$ cat src/rtl/slowcs_pkg.sv
package slowcs_pkg;

  typedef enum logic [2:0] {
    PH_IDLE,
    PH_RECOV,
    PH_DELTA,
    PH_ACCESS,
    PH_HOLD
  } phase_t;

  // Field order sets the bit position of each field in the configuration word
  typedef struct packed {
    logic [7:0] wr_delta;
    logic [7:0] rd_delta;
    logic [3:0] recov;
    logic [3:0] wr_hold;
    logic [3:0] wr_wait;
    logic [3:0] rd_wait;
  } timing_t;

endpackage

$ cat src/rtl/slowcs_cfg.sv
module slowcs_cfg
  import slowcs_pkg::*;
#(
  parameter int NCS = 6,
  parameter int CSW = 3
) (
  input  logic           clk,
  input  logic           rst,
  input  logic           cfg_wr,
  input  logic [CSW-1:0] cfg_cs,
  input  logic [31:0]    cfg_word,
  input  logic [CSW-1:0] sel_cur,
  input  logic [CSW-1:0] sel_rec,
  output timing_t        tim_cur,
  output timing_t        tim_rec
);

  timing_t slots [NCS];

  always_ff @(posedge clk) begin
    for (int i = 0; i < NCS; i++) begin
      if (rst) begin
        slots[i] <= '0;
      end else if (cfg_wr && int'(cfg_cs) == i) begin
        slots[i] <= timing_t'(cfg_word);
      end
    end
  end

  always_comb begin
    tim_cur = '0;
    tim_rec = '0;
    if (int'(sel_cur) < NCS) tim_cur = slots[sel_cur];
    if (int'(sel_rec) < NCS) tim_rec = slots[sel_rec];
  end

endmodule

$ cat src/rtl/slowcs_fsm.sv
module slowcs_fsm
  import slowcs_pkg::*;
#(
  parameter int NCS       = 6,
  parameter int CSW       = 3,
  parameter int AW        = 9,
  parameter int DW        = 16,
  parameter int PAGE_BITS = 5,
  parameter int CNTW      = 8
) (
  input  logic           clk,
  input  logic           rst,
  input  logic           req_valid,
  output logic           req_ready,
  input  logic           req_write,
  input  logic [CSW-1:0] req_cs,
  input  logic [AW-1:0]  req_addr,
  input  logic [DW-1:0]  req_wdata,
  output logic           rsp_done,
  output logic [DW-1:0]  rsp_rdata,
  output logic [CSW-1:0] sel_cur,
  output logic [CSW-1:0] sel_rec,
  input  timing_t        tim_cur,
  input  timing_t        tim_rec,
  output logic [NCS-1:0] bus_cs_n,
  output logic           bus_oe_n,
  output logic           bus_we_n,
  output logic [AW-1:0]  bus_addr,
  output logic [DW-1:0]  bus_dout,
  output logic           bus_dout_en,
  input  logic [DW-1:0]  bus_din
);

  localparam int PLO = AW - PAGE_BITS;

  phase_t                st_q, st_d;
  logic [CNTW-1:0]       cnt_q, cnt_d;
  logic                  wr_q, wr_d;
  logic [CSW-1:0]        cs_q, cs_d;
  logic [AW-1:0]         addr_q, addr_d;
  logic [DW-1:0]         wd_q, wd_d;
  logic [7:0]            dly_q, dly_d;
  logic                  last_rd_q;
  logic [CSW-1:0]        last_cs_q;
  logic                  pg_vld_q;
  logic [PAGE_BITS-1:0]  pg_q;
  logic                  accept, need_rec, first_acc, done_d, capture, active_d;
  logic [7:0]            dly_new;
  logic [3:0]            wait_len;

  assign req_ready = (st_q == PH_IDLE);
  assign accept    = req_valid && req_ready;
  assign sel_cur   = (st_q == PH_IDLE) ? req_cs : cs_q;
  assign sel_rec   = last_cs_q;

  assign need_rec  = last_rd_q && ((req_cs != last_cs_q) || req_write);
  assign first_acc = !pg_vld_q || (req_cs != last_cs_q) || (req_addr[AW-1:PLO] != pg_q);
  assign dly_new   = first_acc ? (req_write ? tim_cur.wr_delta : tim_cur.rd_delta) : 8'd0;
  assign wait_len  = ((st_q == PH_IDLE) ? req_write : wr_q) ? tim_cur.wr_wait : tim_cur.rd_wait;

  always_comb begin
    st_d    = st_q;
    cnt_d   = cnt_q - 1'b1;
    wr_d    = wr_q;
    cs_d    = cs_q;
    addr_d  = addr_q;
    wd_d    = wd_q;
    dly_d   = dly_q;
    done_d  = 1'b0;
    capture = 1'b0;
    case (st_q)
      PH_IDLE: begin
        cnt_d = cnt_q;
        if (accept) begin
          wr_d   = req_write;
          cs_d   = req_cs;
          addr_d = req_addr;
          wd_d   = req_wdata;
          dly_d  = dly_new;
          if (need_rec) begin
            st_d  = PH_RECOV;
            cnt_d = (tim_rec.recov == 4'd0) ? '0 : CNTW'(tim_rec.recov - 4'd1);
          end else if (dly_new != 8'd0) begin
            st_d  = PH_DELTA;
            cnt_d = CNTW'(dly_new - 8'd1);
          end else begin
            st_d  = PH_ACCESS;
            cnt_d = CNTW'(wait_len);
          end
        end
      end
      PH_RECOV: begin
        if (cnt_q == '0) begin
          if (dly_q != 8'd0) begin
            st_d  = PH_DELTA;
            cnt_d = CNTW'(dly_q - 8'd1);
          end else begin
            st_d  = PH_ACCESS;
            cnt_d = CNTW'(wait_len);
          end
        end
      end
      PH_DELTA: begin
        if (cnt_q == '0) begin
          st_d  = PH_ACCESS;
          cnt_d = CNTW'(wait_len);
        end
      end
      PH_ACCESS: begin
        if (cnt_q == '0) begin
          if (wr_q) begin
            st_d  = PH_HOLD;
            cnt_d = CNTW'(tim_cur.wr_hold);
          end else begin
            st_d    = PH_IDLE;
            done_d  = 1'b1;
            capture = 1'b1;
          end
        end
      end
      PH_HOLD: begin
        if (cnt_q == '0) begin
          st_d   = PH_IDLE;
          done_d = 1'b1;
        end
      end
      default: st_d = PH_IDLE;
    endcase
  end

  assign active_d = (st_d == PH_DELTA) || (st_d == PH_ACCESS) || (st_d == PH_HOLD);

  always_ff @(posedge clk) begin
    if (rst) begin
      st_q        <= PH_IDLE;
      cnt_q       <= '0;
      wr_q        <= 1'b0;
      cs_q        <= '0;
      addr_q      <= '0;
      wd_q        <= '0;
      dly_q       <= '0;
      last_rd_q   <= 1'b0;
      last_cs_q   <= '0;
      pg_vld_q    <= 1'b0;
      pg_q        <= '0;
      rsp_done    <= 1'b0;
      rsp_rdata   <= '0;
      bus_cs_n    <= '1;
      bus_oe_n    <= 1'b1;
      bus_we_n    <= 1'b1;
      bus_addr    <= '0;
      bus_dout    <= '0;
      bus_dout_en <= 1'b0;
    end else begin
      st_q        <= st_d;
      cnt_q       <= cnt_d;
      wr_q        <= wr_d;
      cs_q        <= cs_d;
      addr_q      <= addr_d;
      wd_q        <= wd_d;
      dly_q       <= dly_d;
      rsp_done    <= done_d;
      if (capture) rsp_rdata <= bus_din;
      if (accept) begin
        last_rd_q <= !req_write;
        last_cs_q <= req_cs;
        pg_vld_q  <= 1'b1;
        pg_q      <= req_addr[AW-1:PLO];
      end
      bus_cs_n    <= active_d ? ~(NCS'(1) << cs_d) : '1;
      bus_oe_n    <= !((st_d == PH_ACCESS) && !wr_d);
      bus_we_n    <= !((st_d == PH_ACCESS) && wr_d);
      bus_addr    <= addr_d;
      bus_dout    <= wd_d;
      bus_dout_en <= active_d && wr_d;
    end
  end

  AST_OE_UNDRIVEN: assert property (@(posedge clk) disable iff (rst)
    !bus_oe_n |-> !bus_dout_en);
  AST_STROBE_EXCL: assert property (@(posedge clk) disable iff (rst)
    !(!bus_oe_n && !bus_we_n));
  AST_ONE_CS: assert property (@(posedge clk) disable iff (rst)
    $onehot0(~bus_cs_n));
  AST_STROBE_NEEDS_CS: assert property (@(posedge clk) disable iff (rst)
    (!bus_oe_n || !bus_we_n) |-> (bus_cs_n != '1));
  AST_READY_QUIET: assert property (@(posedge clk) disable iff (rst)
    req_ready |-> (bus_cs_n == '1 && bus_oe_n && bus_we_n && !bus_dout_en));
  AST_DONE_PULSE: assert property (@(posedge clk) disable iff (rst)
    rsp_done |=> !rsp_done);
  AST_WRITE_HOLD: assert property (@(posedge clk) disable iff (rst)
    $rose(bus_we_n) |-> (bus_cs_n != '1 && bus_dout_en));

endmodule

$ cat src/rtl/slowcs_seq.sv
module slowcs_seq
  import slowcs_pkg::*;
#(
  parameter int NCS       = 6,
  parameter int AW        = 9,
  parameter int DW        = 16,
  parameter int PAGE_BITS = 5,
  localparam int CSW      = $clog2(NCS)
) (
  input  logic           clk,
  input  logic           rst,
  input  logic           cfg_wr,
  input  logic [CSW-1:0] cfg_cs,
  input  logic [31:0]    cfg_word,
  input  logic           req_valid,
  output logic           req_ready,
  input  logic           req_write,
  input  logic [CSW-1:0] req_cs,
  input  logic [AW-1:0]  req_addr,
  input  logic [DW-1:0]  req_wdata,
  output logic           rsp_done,
  output logic [DW-1:0]  rsp_rdata,
  output logic [NCS-1:0] bus_cs_n,
  output logic           bus_oe_n,
  output logic           bus_we_n,
  output logic [AW-1:0]  bus_addr,
  output logic [DW-1:0]  bus_dout,
  output logic           bus_dout_en,
  input  logic [DW-1:0]  bus_din
);

  logic [CSW-1:0] sel_cur, sel_rec;
  timing_t        tim_cur, tim_rec;

  slowcs_cfg #(.NCS(NCS), .CSW(CSW)) u_cfg (
    .clk(clk), .rst(rst), .cfg_wr(cfg_wr), .cfg_cs(cfg_cs), .cfg_word(cfg_word),
    .sel_cur(sel_cur), .sel_rec(sel_rec), .tim_cur(tim_cur), .tim_rec(tim_rec)
  );

  slowcs_fsm #(.NCS(NCS), .CSW(CSW), .AW(AW), .DW(DW), .PAGE_BITS(PAGE_BITS), .CNTW(8)) u_fsm (
    .clk(clk), .rst(rst),
    .req_valid(req_valid), .req_ready(req_ready), .req_write(req_write),
    .req_cs(req_cs), .req_addr(req_addr), .req_wdata(req_wdata),
    .rsp_done(rsp_done), .rsp_rdata(rsp_rdata),
    .sel_cur(sel_cur), .sel_rec(sel_rec), .tim_cur(tim_cur), .tim_rec(tim_rec),
    .bus_cs_n(bus_cs_n), .bus_oe_n(bus_oe_n), .bus_we_n(bus_we_n),
    .bus_addr(bus_addr), .bus_dout(bus_dout), .bus_dout_en(bus_dout_en),
    .bus_din(bus_din)
  );

  AST_REQ_CS_RANGE: assert property (@(posedge clk) disable iff (rst)
    (req_valid && req_ready) |-> (int'(req_cs) < NCS));

endmodule

$ cat config.mk
export PLATFORM = sky130hd
export DESIGN_NAME = slowcs_seq
export DESIGN_NICKNAME = d
export VERILOG_FILES = /design/src/rtl/slowcs_pkg.sv /design/src/rtl/slowcs_cfg.sv /design/src/rtl/slowcs_fsm.sv /design/src/rtl/slowcs_seq.sv
export SDC_FILE = /design/constraint.sdc
export NUM_CORES = 1
export LEC_CHECK = 0
export BUFFER_PORTS_ARGS = -buffer_cell sky130_fd_sc_hd__buf_2
export CAP_MARGIN = 20
export CORE_MARGIN = 2
export CORE_UTILIZATION = 25
export DETAILED_ROUTE_END_ITERATION = 7
export GPL_ROUTABILITY_DRIVEN = 0
export PLACE_DENSITY = 0.52
export SYNTH_ARGS = -nofsm -noshare
export SYNTH_HDL_FRONTEND = slang
export SYNTH_SLANG_ARGS = --single-unit
$ cat constraint.sdc
create_clock -name clk -period 5.3 [get_ports clk]
set_clock_uncertainty 0.1 [all_clocks]
set_input_delay 0.795 -clock clk [delete_from_list [all_inputs] [get_ports clk]]
set_output_delay 0.795 -clock clk [all_outputs]
set_load 0.01 [all_outputs]
## Yosys cells after proc, flatten, opt, wreduce, memory -nomap -nowiden

Memory sizes are Yosys's and may differ from the RTL's. A register that Yosys moved wholly into a read port is not among the register bits.
Index checks and enable logic that the tools add are counted.

- Register bits after elaboration: 84
- Bits in writable memories: 192
- Bits of input ports: 84
- Output and inout bits: 52
- Word-level logic and storage cells: 141
- Memories kept: 1

- $add $sub $neg: 4
- Magnitude comparators: 2
- Eq/ne operators: 15
- Shift operators: 1
- Mux-type cells: 64
- Bitwise gates (word level): 8
- Reductions and logical operators: 29

Memories:

| memory | words | bits a word | read ports | clocked after memory_dff | write ports | line | RTL |
|---|---|---|---|---|---|---|---|
| u_cfg.slots | 6 | 32 | 2 | 1 | 6 | slowcs_cfg.sv:18 | `timing_t slots [NCS];` |

Operator list:

| operator | count |
|---|---|
| $mux 32 | 7 |
| $mux 8 | 11 |
| $mux 3 | 12 |
| $pmux 8 s4 | 1 |
| $mux 1 | 29 |
| $sub 8x1->8 const B | 3 |
| $eq 3x3->1 const B | 6 |
| $mux 16 | 1 |
| $reduce_bool 8->1 | 2 |
| $eq 3x2->1 const B | 5 |
| $pmux 3 s5 | 1 |
| $logic_and 1x1->1 | 11 |
| $logic_not 8->1 | 1 |
| $logic_not 3->1 | 2 |
| $lt 3x3->1 const B | 2 |
| $not 6->6 | 1 |
| $or 1x1->1 | 6 |
| $shl 1x3->6 const A | 1 |
| $logic_not 1->1 | 5 |
| $logic_or 1x1->1 | 5 |
| $ne 5x5->1 | 1 |
| $sub 4x1->5 const B | 1 |
| $logic_not 4->1 | 1 |
| $mux 4 | 1 |
| other kinds (7) | 7 |

## Logic depth before layout (Yosys ltp)

Gate-level depths: netlist of run 1.

- Word-level depth: 16
- Gate-level depth with buffers: 16
- Mapped depth without buffers: 12

## Cells and area by module

A second synthesis of run 1 with hierarchy kept.

- Cell total of the unflattened synthesis: 1355
- Area, all modules: 14586.5 um2

By module, submodules not included:

| module | instances | cells each | area an instance (um2) | sequential area each (um2) |
|---|---|---|---|---|
| slowcs_cfg | 1 | 789 | 10298.6 | 5765.5 |
| slowcs_fsm | 1 | 566 | 4287.9 | 1581.5 |

## Worst setup path before layout of run 1

Ideal clock, no wire load.

- Kind: input to register
- From: in cfg_cs[0]
- To: mem u_cfg.slots[0][0] in the netlist's numbering, enable pin
- Library setup time: 470 ps
- Arrival: 3430 ps
- Data required time: 4730 ps
- Slack: 1300 ps
- Stages: 2
- Path buffers: 0
- Path through: nand2b_1 > o31ai_1

RTL lines:

| what | line | RTL |
|---|---|---|
| start: declaration | slowcs_seq.sv:13 | `input logic [CSW-1:0] cfg_cs,` |
| end: declaration | slowcs_cfg.sv:18 |  |

## Worst setup path in the final report of run 1

- From: reg u_fsm.cs_q[0]
- To: reg u_fsm.st_q[0]

- Word-level cells in the longest chain between the ends: 10
- Elaborated cells between the ends (all ways): 11
- Classes of those cells: order compare: 1; mux: 8; reduce/logical: 1; memory: 1

RTL lines:

| what | line | RTL |
|---|---|---|
| start: declaration | slowcs_fsm.sv:39 | `logic [CSW-1:0] cs_q, cs_d;` |
| start signal: assignment | slowcs_fsm.sv:158 | `cs_q <= cs_d;` |
| $mux 3 (*) | slowcs_fsm.sv:53 | `assign sel_cur = (st_q == PH_IDLE) ? req_cs : cs_q;` |
| $mem_v2 6x32 / $lt 3x3->1 (equally long branches) | n/a |  |
| $mux 32 (*) | slowcs_cfg.sv:33 | `if (int'(sel_cur) < NCS) tim_cur = slots[sel_cur];` |
| $mux 8 (*) (2 in a row) | slowcs_fsm.sv:58 | `assign dly_new = first_acc ? (req_write ? tim_cur.wr_delta : tim_cur.rd_delta) : 8'd0;` |
| $reduce_bool 8->1 (*) | slowcs_fsm.sv:83 | `end else if (dly_new != 8'd0) begin` |
| $mux 1 (*) | slowcs_fsm.sv:83 |  |
| $mux 3 (*) | slowcs_fsm.sv:80 | `if (need_rec) begin` |
| $mux 3 (*) | slowcs_fsm.sv:74 | `if (accept) begin` |
| $pmux 3 s5 (*) | slowcs_fsm.sv:71 | `case (st_q)` |
| end signal: assignment | slowcs_fsm.sv:155 | `st_q <= st_d;` |
| end: declaration | slowcs_fsm.sv:36 | `phase_t st_q, st_d;` |

Every way passes the cells marked *; elsewhere a longest branch is shown, timed or not.
A chain may end at the register's enable or synchronous reset.

==> impl_metrics.ini, run 1 <==
[final_layout]
finalNonFillerCells = 2120
fillerInstances = 5491
areaGrowthSynthToFinish_pct = 19.17
drive_gt1_frac = 0.1947
finalNetCount = 1487
fin_util = 0.3000
finished_cell_area_mm2 = 0.01605

[setup_path]
timing.critical_path.fanout_max = 30
critical_path_arrival_ns = 4.45
cp_slowest_cell = dfxtp_2
required_time_at_the_worst_slack_endpoint_ns = 5.61
critical_path_class = reg -> reg
slowest_delay_ns = 0.94
ordered_cell_list_for_the_critical_path = o31ai_2 > nand2_1 > mux2i_1 > a211o_1 > o32ai_1 > inv_1 > ha_1 > o211ai_1 > or3_1 > a21oi_1 > o21a_1
worst_setup_path_start_kind = register
end_kind = register

[pwr]
total_power_mw = 7.131
cellLeakagePower_nw = 5.929
vdd_drop_max_uv = 166.7
cellPowerDensity_mw_per_mm2 = 444.3

[yosys]
synthesis.instances = 1287
synth.yosys.seq_area_share = 0.5500
netlist_top_cells_area = edfxtp_1, dfxtp_1, and2_1, nand2_1, mux4_2
synth_enable_flop_cells = 192
postSynth.asyncResetShare = 0
post-synth-top-count-cell = nand2_1
syn-mean-instance-area_um2 = 10.46
synth_area_leader_cell = edfxtp_1
synthesis.nets = 1375
synth.lib_cells_used.distinct = 70
mappedNetlistArea_mm2 = 0.01347
synthesis.yosys.warnings = 0
yosysTopAreaCellShare = 0.4281
synth_ff_type = edfxtp_1
synth.top_cells.by_count = nand2_1, and2_1, edfxtp_1
synth_seq_cells = 274

[global_routing]
grt_pass1_wl_um = 59930
grt_overflow_total = 0
first_global_vias = 10010
grt_antenna_before_repair = 7
grt.total_usage = 0.1395
largest_net_degree_at_the_start_of_global_routing = 75

[drt]
drt-pass1-iter-count = 4
route.antenna.remaining_nets = 0
drt-vias-per-instance = 4.748
routed_wl_um = 39120
routed_wire_length_per_instance_um = 18.45
detail_route.drc_violations = 0
num_vias = 10070
dr.first_iter.drc_count = 727

[timing]
report.final.hold_viol_count = 0
fmaxAchievable_mhz = 241.5
setup_viol = 0
worstMarginPinSlew_ns = 1.082
setup_ws_ns = 1.160
setup_total_negative_slack_ns = 0
hold_worst_slack_ns = 0.3489
timing.final.max_slew_violations = 0
max-slew-margin-rel = 0.2710
min_period_over_period = 0.7812
rsz0062_at_grt = no
finalWorstPathRequiredPeriod_ns = 4.140

[hold_path]
min_path_type = reg -> reg

[floorplanning]
ioPinCount = 136
die_height_um = 236.1
initial_utilization = 0.2518
row_count = 85
die_width_um = 236.1
design.core.area_mm2 = 0.05350
dieArea_mm2 = 0.05574

[cts]
cts.hold.buffers_added = 0
cts-buffers-inserted = 34
clock_insertion_delay_worst_skew_ns = 0.55
clock_tree_root_buffer_cell = clkbuf_16
cts.path.max_buffers = 3
htree_num_levels = 2
tritoncts = built
clkTransAtPathRegs_ns = 0.06
cts.sink_count = 274
postCtsSetupRepairBufs = 0
post_cts_repair_resize_count = 0

[placement]
preCtsSetupSlack_ns = 0.9342
placed_cells = 2059
detailed_place.area_mm2 = 0.01496
numPortBuffers = 135
dp.final_hpwl_um = 25780

[run]
max-cap-violations = 0

[outcome]
run_status = finished clean
## layer usage
metal  global-route usage  wire length (µm)
met4              0.04169               823
met3              0.03090              2281
met2               0.2294             18260
met5                    0                72
met1               0.1833             17680
## flip-flops by register name (all words and copies together), names as in the netlist, 4 cells and up, named ones only
signal,count
u_cfg.slots,192
u_fsm.addr_q,4
u_fsm.bus_cs_n,6
u_fsm.cnt_q,8
u_fsm.dly_q,8
u_fsm.pg_q,5
u_fsm.rsp_rdata,16
u_fsm.wd_q,16
## power by group
| part | internal [mW] | total [mW] | switching (mW) |
|---|---|---|---|
| sequential | 2.50 | 2.66 | 0.165 |
| clock | 1.32 | 2.27 | 0.946 |
| combinational | 0.793 | 2.20 | 1.41 |
## placed cells by master (no fill, tap or decap), types with 11 or more instances in the layout
cell / n
dfxtp_1: 81
buf_2: 135
o211ai_1: 18
clkbuf_16: 34
nand3_1: 43
xor2_1: 13
nor2_1: 40
a31oi_1: 12
a211oi_1: 11
nor3_1: 25
a21oi_1: 83
inv_1: 14
and2_1: 198
mux4_2: 25
buf_4: 28
edfxtp_1: 192
o21ai_0: 36
mux2i_1: 24
nand2_1: 235
## final timing paths
| check | start | end | slack (ns) | depth (start not counted) |
|---|---|---|---|---|
| setup / recovery | u_fsm.cs_q[0]$_SDFF_PP0_ | u_fsm.st_q[0]$_SDFF_PP0_ | 1.16 | 11 |
| hold / removal | u_fsm.wd_q[2]$_SDFFE_PP0P_ | u_fsm.wd_q[2]$_SDFFE_PP0P_ | 0.35 | 2 |
| setup reg to reg | u_fsm.cs_q[0]$_SDFF_PP0_ | u_fsm.st_q[0]$_SDFF_PP0_ | 1.16 | 11 |
| hold reg to reg | u_fsm.wd_q[2]$_SDFFE_PP0P_ | u_fsm.wd_q[2]$_SDFFE_PP0P_ | 0.35 | 2 |
## critical path: cells and delay by family, from the launching register on
family,cells,cell delay (ns)
AO/OA/AOI/OAI,6,1.53
AND/OR/NAND/NOR,2,0.96
flip-flops,1,0.94
adder cells (fa/ha/maj),1,0.20
multiplexers,1,0.16
buffers and inverters,1,0.12
## cell families after synthesis
family / Yosys count / share of synthesized area
AOI/OAI and AO/OA: 220 / 0.1040
and+or+nand+nor: 606 / 0.2269
xor gates and xnor gates: 23 / 0.01496
buffers and inverters: 101 / 0.03205
adders and majority gates: 4 / 0.003716
muxes: 59 / 0.06847
DFF: 274 / 0.5500
## final cells by class
class / instances / area, µm² / area share
Sequential cell: 274 / 7408 / 0.4616
Multi-Input combinational cell: 912 / 5742 / 0.3578
Clock buffer: 41 / 897.1 / 0.05590
Timing Repair Buffer: 163 / 885.9 / 0.05520
Tap cell: 696 / 870.8 / 0.05426
Clock inverter: 19 / 190.2 / 0.01185
Inverter: 14 / 52.55 / 0.003274
Antenna cell: 1 / 2.502 / 0.0001559
Note: power is estimated with default switching activity, not from simulation.
==> run 2, diff against run 1 <==
==> constraint.sdc (replaced) <==
create_clock -name clk -period 4.15 [get_ports clk]
set_clock_uncertainty 0.1 [all_clocks]
set_input_delay 0.6225 -clock clk [delete_from_list [all_inputs] [get_ports clk]]
set_output_delay 0.6225 -clock clk [all_outputs]
set_load 0.01 [all_outputs]
==> impl_metrics.ini, run 2 (synthesized netlist as in run 1, its figures left out) <==
[timing]
setup_viol = 0
fmaxAchievable_mhz = 268.3
setup_ws_ns = 0.4222
rsz0062_at_grt = no
max-slew-margin-rel = 0.3289
report.final.hold_viol_count = 0
min_period_over_period = 0.8983
setup_total_negative_slack_ns = 0
timing.final.max_slew_violations = 0
finalWorstPathRequiredPeriod_ns = 3.728
worstMarginPinSlew_ns = 1.005

[floorplanning]
die_width_um = 236.1
initial_utilization = 0.2518
dieArea_mm2 = 0.05574
ioPinCount = 136
row_count = 85
design.core.area_mm2 = 0.05350
die_height_um = 236.1

[setup_path]
critical_path.reg2reg.startpoint = u_fsm.cs_q[1]$_SDFF_PP0_
timing.critical_path.from = u_fsm.cs_q[1]$_SDFF_PP0_
crit_top_cell = a21oi_1
slowest_delay_ns = 0.97
end_kind = register
worst_setup_path_start_kind = register
critical_path_arrival_ns = 4.01
critical_path_class = reg -> reg
cp_slowest_cell = dfxtp_1
required_time_at_the_worst_slack_endpoint_ns = 4.43
timing.critical_path.fanout_max = 20
ordered_cell_list_for_the_critical_path = mux4_2 > mux2i_1 > nor3_1 > a21oi_1 > nand3_1 > o31a_1 > or3_1 > a21oi_1 > o211ai_1

[final_layout]
area_of_combinational_cells_with_multiple_inputs_mm2 = 0.005747
fin_util = 0.3049
most-common-layout-cells = nand2_1, and2_1, edfxtp_1
final_common_cell = nand2_1
finalNetCount = 1514
max_flop_register = u_cfg.slots
register_area_mm2 = 0.007408
areaGrowthSynthToFinish_pct = 21.09
biggestRegsByFlops = u_cfg.slots x192, u_fsm.rsp_rdata x16, u_fsm.wd_q x16
largest_register_ffs = 192
fillerInstances = 5470
drive_gt1_frac = 0.2088
antenna_cells = 0

[global_routing]
grt_overflow_total = 0
grt.total_usage = 0.1409
largest_net_degree_at_the_start_of_global_routing = 73
grt_antenna_before_repair = 8
grt_pass1_wl_um = 61180
first_global_vias = 10050

[drt]
num_vias = 10270
drt-vias-per-instance = 4.783
drt-pass1-iter-count = 5
routed_wire_length_per_instance_um = 18.51
dr.first_iter.drc_count = 712
detail_route.drc_violations = 0
route.antenna.remaining_nets = 0
routed_wl_um = 39750

[pwr]
cellPowerDensity_mw_per_mm2 = 573.6
vdd_drop_max_uv = 331.4
cellLeakagePower_nw = 6.074

[cts]
cts.hold.buffers_added = 0
tritoncts = built
htree_num_levels = 2
cts-buffers-inserted = 34
clkTransAtPathRegs_ns = 0.06
cts.path.max_buffers = 3
clock_insertion_delay_worst_skew_ns = 0.55
clock_tree_root_buffer_cell = clkbuf_16
cts.sink_count = 274

[placement]
preCtsSetupSlack_ns = 0.2965
dp.final_hpwl_um = 27570
numPortBuffers = 135

[outcome]
run_status = finished clean

[hold_path]
worstHoldStart = req_addr[0]
min_path_type = in -> reg

[run]
max-cap-violations = 0
[run 2: cell count changes in the layout (fill, tap and decap cells not counted), sizes merged]
cell / change
buf: +27
clkbuf: +4
diode: -1
inv: -2
bufinv: +1
clkinv: -2
[run 2: power by group]
group	total, mW	switching (mW)	leakage (nW)	internal (mW)
combinational	2.99	1.85	3.01	1.15
sequential	3.40	0.207	2.53	3.19
clock	2.97	1.21	0.541	1.76
[run 2: area by class of cell]
class / instances / area share
sequential: 274 / 0.4543
clock buffer: 45 / 0.05593
timing repair buffer: 190 / 0.06752
inverter: 14 / 0.003453
multi-input combinational: 912 / 0.3524
tap: 696 / 0.05340
clock inverter: 16 / 0.01304
[run 2: worst max-delay path, delay by kind of cell (launching register included)]
family,cells,cell delay (ns)
AO/OA/AOI/OAI,4,1.01
flip-flops,1,0.97
multiplexers,2,0.68
AND/OR/NAND/NOR,3,0.81
[run 2: what timing repair did]
| action | CTS | global route |
|---|---|---|
| resized for setup | 0 | 2 |
| endpoints found under the hold margin | 0 | 0 |
| buffers inserted | 0 | 0 |
| setup endpoints to repair | 0 | 1 |
[run 2: routing by layer]
| layer | wire length (µm) | up-vias | global-route usage | share of wire |
|---|---|---|---|---|
| met3 | 2418 | 86 | 0.02809 | 0.061 |
| met1 | 18310 | 4980 | 0.1953 | 0.46 |
| met2 | 17800 | 314 | 0.2197 | 0.45 |
| met4 | 1154 | 14 | 0.04632 | 0.029 |
| met5 | 65 | - | 0 | 0.0016 |
| li1 | - | 4875 | - | - |
[run 2: worst paths after layout]
path / end / slack (ns) / depth (start not counted)
worst max-delay path: u_fsm.bus_we_n$_SDFF_PP1_ / 0.42 / 9
worst min-delay path: u_fsm.addr_q[0]$_SDFFE_PP0P_ / 0.24 / 3
worst min register to register: u_fsm.wd_q[0]$_SDFFE_PP0P_ / 0.35 / 2
worst max register to register: u_fsm.bus_we_n$_SDFF_PP1_ / 0.42 / 9
[run 2: metrics by stage]
step / instance area (µm²) / cells / total power, mW / hold WS (ns)
finish: 16310 / 2147 / 9.354 / 0.2374
global route: 16310 / 2147 / 9.863 / 0.2182
CTS: 16300 / 2147 / 9.418 / 0.2038
detailed placement: 15170 / 2086 / 6.416 / 0.3467
global placement: 15170 / 2086 / 6.392 / 0.3382
floorplan: 13470 / 1287 / 5.364 / 0.3323
